<file path="src/rtl/prg_bank_pkg.sv">
package prg_bank_pkg;
  localparam int BANK_W = 2;

  typedef logic [BANK_W-1:0] bank_t;

  typedef enum logic [1:0] {
    OFS_LOAD  = 2'd0,
    OFS_NOP   = 2'd1,
    OFS_STAGE = 2'd2,
    OFS_MODE  = 2'd3
  } reg_ofs_e;

  typedef struct packed {
    logic     win;
    logic     rom;
    logic     rw;
    reg_ofs_e ofs;
    bank_t    data;
  } bus_sample_t;
endpackage

</file>
<file path="src/rtl/prg_addr_decode.sv">
module prg_addr_decode
  import prg_bank_pkg::*;
(
  input  logic     romsel_n,
  input  logic     a14,
  input  logic     a13,
  input  logic     a8,
  input  logic     a1,
  input  logic     a0,
  output logic     win,
  output logic     rom,
  output reg_ofs_e ofs
);
  // Partial decode: only these pins are visible, so the window mirrors.
  always_comb begin
    win = romsel_n & a14 & ~a13 & a8;
    rom = ~romsel_n;
    ofs = reg_ofs_e'({a1, a0});
  end
endmodule

</file>
<file path="src/rtl/prg_bus_sampler.sv">
module prg_bus_sampler
  import prg_bank_pkg::*;
(
  input  logic        clk,
  input  logic        rst,
  input  logic        m2,
  input  bus_sample_t live,
  output logic        wr_stb,
  output bus_sample_t smp
);
  logic m2_q;

  // Track the bus while M2 is high; the last value seen is used at the fall.
  always_ff @(posedge clk) begin
    if (rst) begin
      m2_q <= 1'b0;
      smp  <= '0;
    end else begin
      m2_q <= m2;
      if (m2) smp <= live;
    end
  end

  assign wr_stb = m2_q & ~m2 & ~smp.rw;

  AST_STROBE_NEEDS_LOW_M2: assert property (@(posedge clk) disable iff (rst)
    wr_stb |-> !m2) else $error("strobe while m2 high");
endmodule

</file>
<file path="src/rtl/prg_bank_regs.sv">
module prg_bank_regs
  import prg_bank_pkg::*;
#(
  parameter int W = BANK_W
) (
  input  logic        clk,
  input  logic        rst,
  input  logic        wr_stb,
  input  bus_sample_t smp,
  output bank_t       cur,
  output bank_t       bank
);
  bank_t stage_q, cur_q, bank_q;
  logic  mode_q;
  logic  reg_wr, rom_wr;

  assign reg_wr = wr_stb & smp.win;
  assign rom_wr = wr_stb & smp.rom;

  always_ff @(posedge clk) begin
    if (rst) begin
      stage_q <= '0;
      cur_q   <= '0;
      mode_q  <= 1'b0;
      bank_q  <= '0;
    end else begin
      if (reg_wr) begin
        unique case (smp.ofs)
          OFS_LOAD:  cur_q   <= mode_q ? cur_q + bank_t'(1) : stage_q;
          OFS_STAGE: stage_q <= smp.data;
          OFS_MODE:  mode_q  <= smp.data[0];
          default:   ;
        endcase
      end
      if (rom_wr) bank_q <= cur_q;
    end
  end

  assign cur  = cur_q;
  assign bank = bank_q;

  AST_BANK_ONLY_ON_ROM: assert property (@(posedge clk) disable iff (rst)
    !rom_wr |=> $stable(bank_q)) else $error("bank moved");
  AST_STAGE_HOLD: assert property (@(posedge clk) disable iff (rst)
    !(reg_wr && smp.ofs == OFS_STAGE) |=> $stable(stage_q)) else $error("stage moved");
  AST_STEP_WRAP: assert property (@(posedge clk) disable iff (rst)
    (reg_wr && smp.ofs == OFS_LOAD && mode_q && cur_q == bank_t'(3)) |=> cur_q == '0)
    else $error("no wrap");
  AST_NOP_REG: assert property (@(posedge clk) disable iff (rst)
    (reg_wr && smp.ofs == OFS_NOP) |=> ($stable(cur_q) && $stable(stage_q) && $stable(mode_q)))
    else $error("nop changed state");
endmodule

</file>
<file path="src/rtl/prg_bank_unit.sv">
module prg_bank_unit
  import prg_bank_pkg::*;
(
  input  logic             clk,
  input  logic             rst,
  input  logic             m2,
  input  logic             cpu_rw,
  input  logic             romsel_n,
  input  logic             cpu_a14,
  input  logic             cpu_a13,
  input  logic             cpu_a8,
  input  logic             cpu_a1,
  input  logic             cpu_a0,
  input  logic [BANK_W-1:0] d_in,
  output logic [BANK_W-1:0] d_out,
  output logic             d_oe,
  output logic             prg_a16,
  output logic             prg_a15
);
  logic        win, rom, wr_stb;
  reg_ofs_e    ofs;
  bus_sample_t live, smp;
  bank_t       cur, bank;

  prg_addr_decode u_dec (
    .romsel_n(romsel_n), .a14(cpu_a14), .a13(cpu_a13), .a8(cpu_a8),
    .a1(cpu_a1), .a0(cpu_a0), .win(win), .rom(rom), .ofs(ofs)
  );

  assign live = '{win: win, rom: rom, rw: cpu_rw, ofs: ofs, data: d_in};

  prg_bus_sampler u_smp (
    .clk(clk), .rst(rst), .m2(m2), .live(live), .wr_stb(wr_stb), .smp(smp)
  );

  prg_bank_regs #(.W(BANK_W)) u_regs (
    .clk(clk), .rst(rst), .wr_stb(wr_stb), .smp(smp), .cur(cur), .bank(bank)
  );

  assign d_oe    = m2 & cpu_rw & win;
  assign d_out   = cur;
  assign prg_a16 = bank[1];
  assign prg_a15 = bank[0];

  AST_NO_DRIVE_IN_ROM: assert property (@(posedge clk) disable iff (rst)
    !romsel_n |-> !d_oe) else $error("drive during rom access");
  AST_NO_DRIVE_ON_WRITE: assert property (@(posedge clk) disable iff (rst)
    !cpu_rw |-> !d_oe) else $error("drive during write");
endmodule

</file>
<file path="config.mk">
export PLATFORM = sky130hd
export DESIGN_NAME = prg_bank_unit
export DESIGN_NICKNAME = d
export VERILOG_FILES = /design/src/rtl/prg_bank_pkg.sv /design/src/rtl/prg_addr_decode.sv /design/src/rtl/prg_bus_sampler.sv /design/src/rtl/prg_bank_regs.sv /design/src/rtl/prg_bank_unit.sv
export SDC_FILE = /design/constraint.sdc
export NUM_CORES = 1
export LEC_CHECK = 0
export ABC_CLOCK_PERIOD_IN_PS = 2000
export BUFFER_PORTS_ARGS = -buffer_cell sky130_fd_sc_hd__buf_2
export CAP_MARGIN = 15
export CORE_AREA = 5 5 42 44
export CTS_CLUSTER_DIAMETER = 30
export DETAILED_ROUTE_END_ITERATION = 8
export DIE_AREA = 0 0 47 49
export GPL_TIMING_DRIVEN = 0
export PLACE_DENSITY = 0.78
export SLEW_MARGIN = 5
export SYNTH_ARGS = -nofsm -noshare
export SYNTH_HDL_FRONTEND = slang
export SYNTH_SLANG_ARGS = --single-unit
</file>
<file path="constraint.sdc">
create_clock -name clk -period 2 [get_ports clk]
set_clock_uncertainty 0.2 [all_clocks]
set_input_delay 0.2 -clock clk [delete_from_list [all_inputs] [get_ports clk]]
set_output_delay 0.2 -clock clk [all_outputs]
set_load 0.01 [all_outputs]
</file>
==> summary.txt, run 1 <==
Yosys
  – Largest area contributor in the netlist: dfxtp_1
  – Seq/Total Area, Yosys: 47.7%
  – Synth Cell Area: 629 µm²
  – Synth cell count leaders: dfxtp_1 (15), nor2_1 (9), mux2i_1 (7), a21oi_1 (6), nor2b_1 (4)
  – Most frequent cell after synthesis: dfxtp_1
  – Post-synth EDFFs: 0
  – Seq cells post-synth: 15
  – Synth area leaders: dfxtp_1 (48%), mux2i_1 (11%), nor2_1 (5.4%)
  – Synth Flop Type: dfxtp_1
  – Synthesized area per cell: 9.68 µm²
  – Netlist cell types: 21
  – Yosys Warn Count: 0
  – Mapped Nets: 77
  – Post-synth ARST share: 0%
  – Yosys top cell area share: 47.7%
  – Syn Inst Count: 65

Detailed routing
  – Remaining DRCs: 0
  – Initial DRC count: 13
  – Vias per cell: 5.23
  – Pre-antenna DRT Iters: 4
  – Post-route ant nets: 0
  – Routed WL per cell: 12.8 µm
  – Total wire length: 1.40 mm
  – Via count: 570

Flow run
  – Max_cap viols: 0

STA
  – Pins over their slew limit: 0
  – Slew headroom: 72.2%
  – RSZ-0062 raised after global routing: no
  – Tmin final: 1.65 ns
  – Setup TNS: 0 ns
  – Final Cycle Share: 82.4%
  – Worst slew pin tran: 0.417 ns
  – Hold slack: 0.153 ns
  – Fmax achieved: 0.607 GHz
  – Final Setup Violations: 0
  – Final Hold Viols: 0
  – Min setup slack post-route: 0.352 ns

Worst setup path
  – Worst Path Arrival: 1.25 ns
  – CP Capture Type: primary output
  – Maximum fanout along the worst path: 2
  – R2R Setup Slk: 0.58 ns
  – WS Path Type: in -> out
  – Crit path required time: 1.60 ns
  – CP Launch Type: input pin

Worst hold path
  – Worst hold path class: in -> reg

Die
  – Die Y: 49 µm
  – Initial core utilization: 44.9%
  – Placement Rows: 14
  – DIE WIDTH: 47 µm
  – IO Pins: 17
  – Full die area: 2300 µm²
  – Core ar.: 1400 µm²

Clock network
  – Postcts setup bufs: 0
  – Clk sinks: 15
  – Cts bufs inserted: 3
  – H-tree levels: 1
  – Clock Latency Late Sink: 0.28 ns
  – Max Root-Sink Buffers: 2
  – CTS tree: built
  – CTS Root Cell: clkbuf_4
  – PostCTS Resize Cnt: 0
  – Clock slew at reported path FFs: 0.09 ns

Final layout
  – Ant diodes: 0
  – Fill cells: 120
  – Nets: 106
  – Layout cells sized above 1: 24.7%
  – Area grow syn2layout: 32.8%

Power and ir drop
  – Total power: 0.542 mW
  – Pleak: 0.344 nW
  – Pwr Density: 649 nW/µm²
  – Max rail drop VDD: 0.413 mV

Status
  – Status: finished clean

Global route
  – First-pass GRT wire length: 2.32 mm
  – Initial antenna violation count: 0
  – Number of global-route vias before repair: 554
  – Largest net degree at the start of global routing: 11
  – Gr usage total: 13.3%
  – Total grt overflow: 0

Placement
  – Post-detail-place hpwl: 972 µm
  – Pre-CTS setup slack: 0.604 ns
  – Buffers on Ports: 16
  – GPL Wtd Cong: 0.754
## cell type report
cell class                 count  area [µm²]  area share (%)
inverter                       2        7.51           0.898
sequential                    15         300            35.9
buffer                         2        8.76            1.05
tap                           16        20.0            2.40
timing repair buffer          24         160            19.2
clock buffer                   4        26.3            3.14
multi-input combinational     46         313            37.4
## placed cells by master (no fill, tap or decap), types with 3 or more instances in the layout
cell	count
a21oi_1	6
nand4b_1	3
dfxtp_1	15
clkbuf_4	3
nor2b_1	4
nor2_1	9
dlygate4sd3_1	8
o21ai_0	3
mux2i_1	7
buf_2	17
## routing by layer
layer	vias up	global-route usage, %	wire length, µm
met1	268	16.8	606
met5	-	0	0
met4	0	6.91	24
met2	6	20.8	735
li1	292	-	-
met3	4	2.21	33
## flip-flops by register name, indices dropped and copies added (netlist names)
signal          cells
u_regs.bank         2
u_regs.cur          2
u_regs.mode_q       1
u_regs.stage_q      2
u_smp.m2_q          1
u_smp.smp           7
## through the flow
step / utilization [%] / cells / area (µm²)
3_5_place_dp: 52.1 / 97 / 729
3_3_place_gp: 52.1 / 97 / 729
4_1_cts: 59.6 / 109 / 836
2_1_floorplan: - / 65 / 629
5_1_grt: 59.6 / 109 / 836
6_report: 59.6 / 109 / 836
## worst max-delay path: stages
cell and delay, ns:
dlygate4sd3_1 0.53, buf_2 0.11, nand4b_1 0.13, nor2_1 0.13, buf_2 0.14
## final timing paths
kind,cells past startpoint,start,end
setup / recovery,5,romsel_n,d_oe
hold / removal,4,cpu_a13,u_smp.smp[6]
setup reg to reg,3,u_smp.smp[4],u_regs.cur[1]
hold reg to reg,2,u_regs.stage_q[0],u_regs.stage_q[0]
## cell families after synthesis
group / synth area share (%)
AO/OA/AOI/OAI: 13.7
buffers and inverters: 2.58
AND/OR/NAND/NOR: 24.9
multiplexers: 11.1
flip-flops: 47.7
## where the power goes
part / internal, mW / leakage, nW / switching [mW] / total [mW]
Combinational: 0.0315 / 0.207 / 0.0224 / 0.0539
Clock: 0.0774 / 0.0150 / 0.0949 / 0.172
Sequential: 0.307 / 0.122 / 0.00878 / 0.316
## what timing repair did
item / CTS / global route
endpoints found under the setup margin: 0 / 0
hold endpoints to repair: 10 / 0
hold buffers: 8 / 0
Power figures use the tool's default switching activity.
==> run 2, diff against run 1 <==
--- a/config.mk
+++ b/config.mk
@@ -5,15 +5,15 @@
 export SDC_FILE = /design/constraint.sdc
 export NUM_CORES = 1
 export LEC_CHECK = 0
-export ABC_CLOCK_PERIOD_IN_PS = 2000
+export ABC_CLOCK_PERIOD_IN_PS = 1500
 export BUFFER_PORTS_ARGS = -buffer_cell sky130_fd_sc_hd__buf_2
 export CAP_MARGIN = 15
-export CORE_AREA = 5 5 42 44
+export CORE_AREA = 5 5 45 47
 export CTS_CLUSTER_DIAMETER = 30
 export DETAILED_ROUTE_END_ITERATION = 8
-export DIE_AREA = 0 0 47 49
+export DIE_AREA = 0 0 50 52
 export GPL_TIMING_DRIVEN = 0
-export PLACE_DENSITY = 0.78
+export PLACE_DENSITY = 0.71
 export SLEW_MARGIN = 5
 export SYNTH_ARGS = -nofsm -noshare
 export SYNTH_HDL_FRONTEND = slang
==> constraint.sdc (replaced) <==
create_clock -name clk -period 1.5 [get_ports clk]
set_clock_uncertainty 0.2 [all_clocks]
set_input_delay 0.15 -clock clk [delete_from_list [all_inputs] [get_ports clk]]
set_output_delay 0.15 -clock clk [all_outputs]
set_load 0.01 [all_outputs]
==> run 2 against run 1 <==
Worst hold slack lost 0.054 ns. Non-clock buffer count shrank 1. Die area grew 13%. Register-to-register slack lost 0.49 ns. Flip-flop and latch count is the same. First-iteration DRC count shrank 38%. Count of clock-buffer cells in the layout shrank 1. Utilization shrank 8.3 points. Total power grew 33%. Combinational power grew 27%. Critical path type is now reg -> reg. Largest cell class unchanged. Highest routed layer unchanged.
==> summary.txt, run 2 (synthesis results as in run 1) <==
Die
  – DIE WIDTH: 50 µm
  – Initial core utilization: 39.0%
  – Placement Rows: 15
  – Die Y: 52 µm
  – IO Pins: 17
  – Full die area: 2600 µm²
  – Core ar.: 1610 µm²

Final layout
  – Most frequent cells in the layout: buf_2 (17), dfxtp_1 (15), nor2_1 (9)
  – Ant diodes: 0
  – Nets: 105
  – Top reg by flops: u_smp.smp
  – Max FFs per register: 7
  – Commonest non-fill, non-tap cell in the layout: buf_2
  – Sequential cell area: 300 µm²
  – Post-layout utilization of the core: 51.3%
  – Layout cells sized above 1: 26.1%
  – Multi-input logic area: 313 µm²
  – Area grow syn2layout: 31.6%
  – Fill cells: 160

Placement
  – Post-detail-place hpwl: 955 µm
  – GPL Wtd Cong: 0.755
  – Buffers on Ports: 16

Worst hold path
  – Hold Path Sink: u_smp.smp[6]
  – Hold depth: 4
  – Worst hold path class: in -> reg
  – Worst hold start: cpu_a13

Worst setup path
  – CP Launch Point: u_smp.smp[4]
  – Worst Path Arrival: 1.37 ns
  – WS Path Type: reg -> reg
  – RR Endpoint: u_regs.cur[1]
  – R2R Setup Slk: 0.09 ns
  – CP Capture Type: flop
  – Maximum fanout along the worst path: 4
  – CP Launch Type: flop
  – R2R depth: 3
  – R2R Path Start: u_smp.smp[4]
  – Crit path required time: 1.46 ns

Power and ir drop
  – Pwr Density: 868 nW/µm²
  – Max rail drop VDD: 0.680 mV
  – Pleak: 0.341 nW

Global route
  – First-pass GRT wire length: 2.33 mm
  – GR peak layer: met2
  – Gr usage total: 11.6%
  – Met2 usage: 18.6%
  – Total grt overflow: 0
  – Number of global-route vias before repair: 550
  – Largest net degree at the start of global routing: 11
  – Met1 Resource Use GR: 13.5%
  – Met3 GRT Util: 3.44%
  – Initial antenna violation count: 0

STA
  – Worst slew pin tran: 0.429 ns
  – Final Setup Violations: 0
  – Setup TNS: 0 ns
  – Slew headroom: 71.4%
  – Final Cycle Share: 94.3%
  – Tmin final: 1.41 ns
  – Pins over their slew limit: 0
  – Final Hold Viols: 0
  – Fmax achieved: 0.707 GHz
  – RSZ-0062 raised after global routing: no

Clock network
  – Clk sinks: 15
  – CTS Root Cell: clkbuf_4
  – Clock slew at reported path FFs: 0.09 ns
  – Max Root-Sink Buffers: 2
  – Cts bufs inserted: 3
  – CTS tree: built
  – H-tree levels: 1
  – Clock Latency Late Sink: 0.29 ns
  – PostCTS Resize Cnt: 0

Status
  – Status: finished clean

Detailed routing
  – Routed WL per cell: 12.4 µm
  – Vias per cell: 5.11
  – Via count: 557
  – Remaining DRCs: 0
  – Initial DRC count: 8
  – Pre-antenna DRT Iters: 4
  – Post-route ant nets: 0
  – Total wire length: 1.35 mm

Flow run
  – Max_cap viols: 0
## run 2: power by group
group	switching, mW	internal (mW)
logic	0.0283	0.0399
registers	0.0113	0.410
clock network	0.131	0.0992
total	0.170	0.549
## run 2: how the worst max path moves through the flow
stage,end,slack [ns],depth (start not counted)
final,u_regs.cur[1],0.09,3
after global routing,u_regs.cur[1],0.05,3
after CTS,d_oe,0.09,5
after detailed placement,u_regs.cur[1],0.13,3
after global placement,u_regs.cur[1],0.13,3
after floorplan,u_regs.cur[1],0.25,3
## run 2: repair_timing
item / 4_1_cts / 5_1_grt
endpoints found under the hold margin: 10 / 0
hold buffers: 7 / 0
buffers inserted: 0 / 0
setup endpoints to repair: 0 / 0
## run 2: worst max-delay path, cell delays in order, from the launching register on
cell	delay, ns
dfxtp_1	0.34
nand4bb_1	0.28
o41ai_1	0.36
a21oi_1	0.11
## run 2: final cells by class
class,instances,share of cell area (%)
multi-input cells,46,37.8
clock buffers,3,2.72
repair buffers,23,18.1
plain buffers,2,1.06
clock inverters,1,0.604
inverters,2,0.906
well taps,17,2.57
flip-flops and latches,15,36.3
## run 2: layer usage
metal | routed length, µm | part of all wire [%]
met5 | 0 | 0
met4 | 22 | 1.6
met3 | 88 | 6.5
met2 | 623 | 46
met1 | 620 | 46
## run 2: metrics by stage
step                      worst slack (ns)  total power, mW  hold WS [ns]  cells  cell area (µm²)
final                               0.0851            0.719        0.0989    109              828
after floorplan                      0.253            0.459        0.0191     65              629
after detailed placement             0.126            0.484         0.163     98              731
after CTS                           0.0940            0.728        0.0905    109              828
after global routing                0.0489            0.767         0.126    109              828
after global placement               0.128            0.482         0.155     98              731
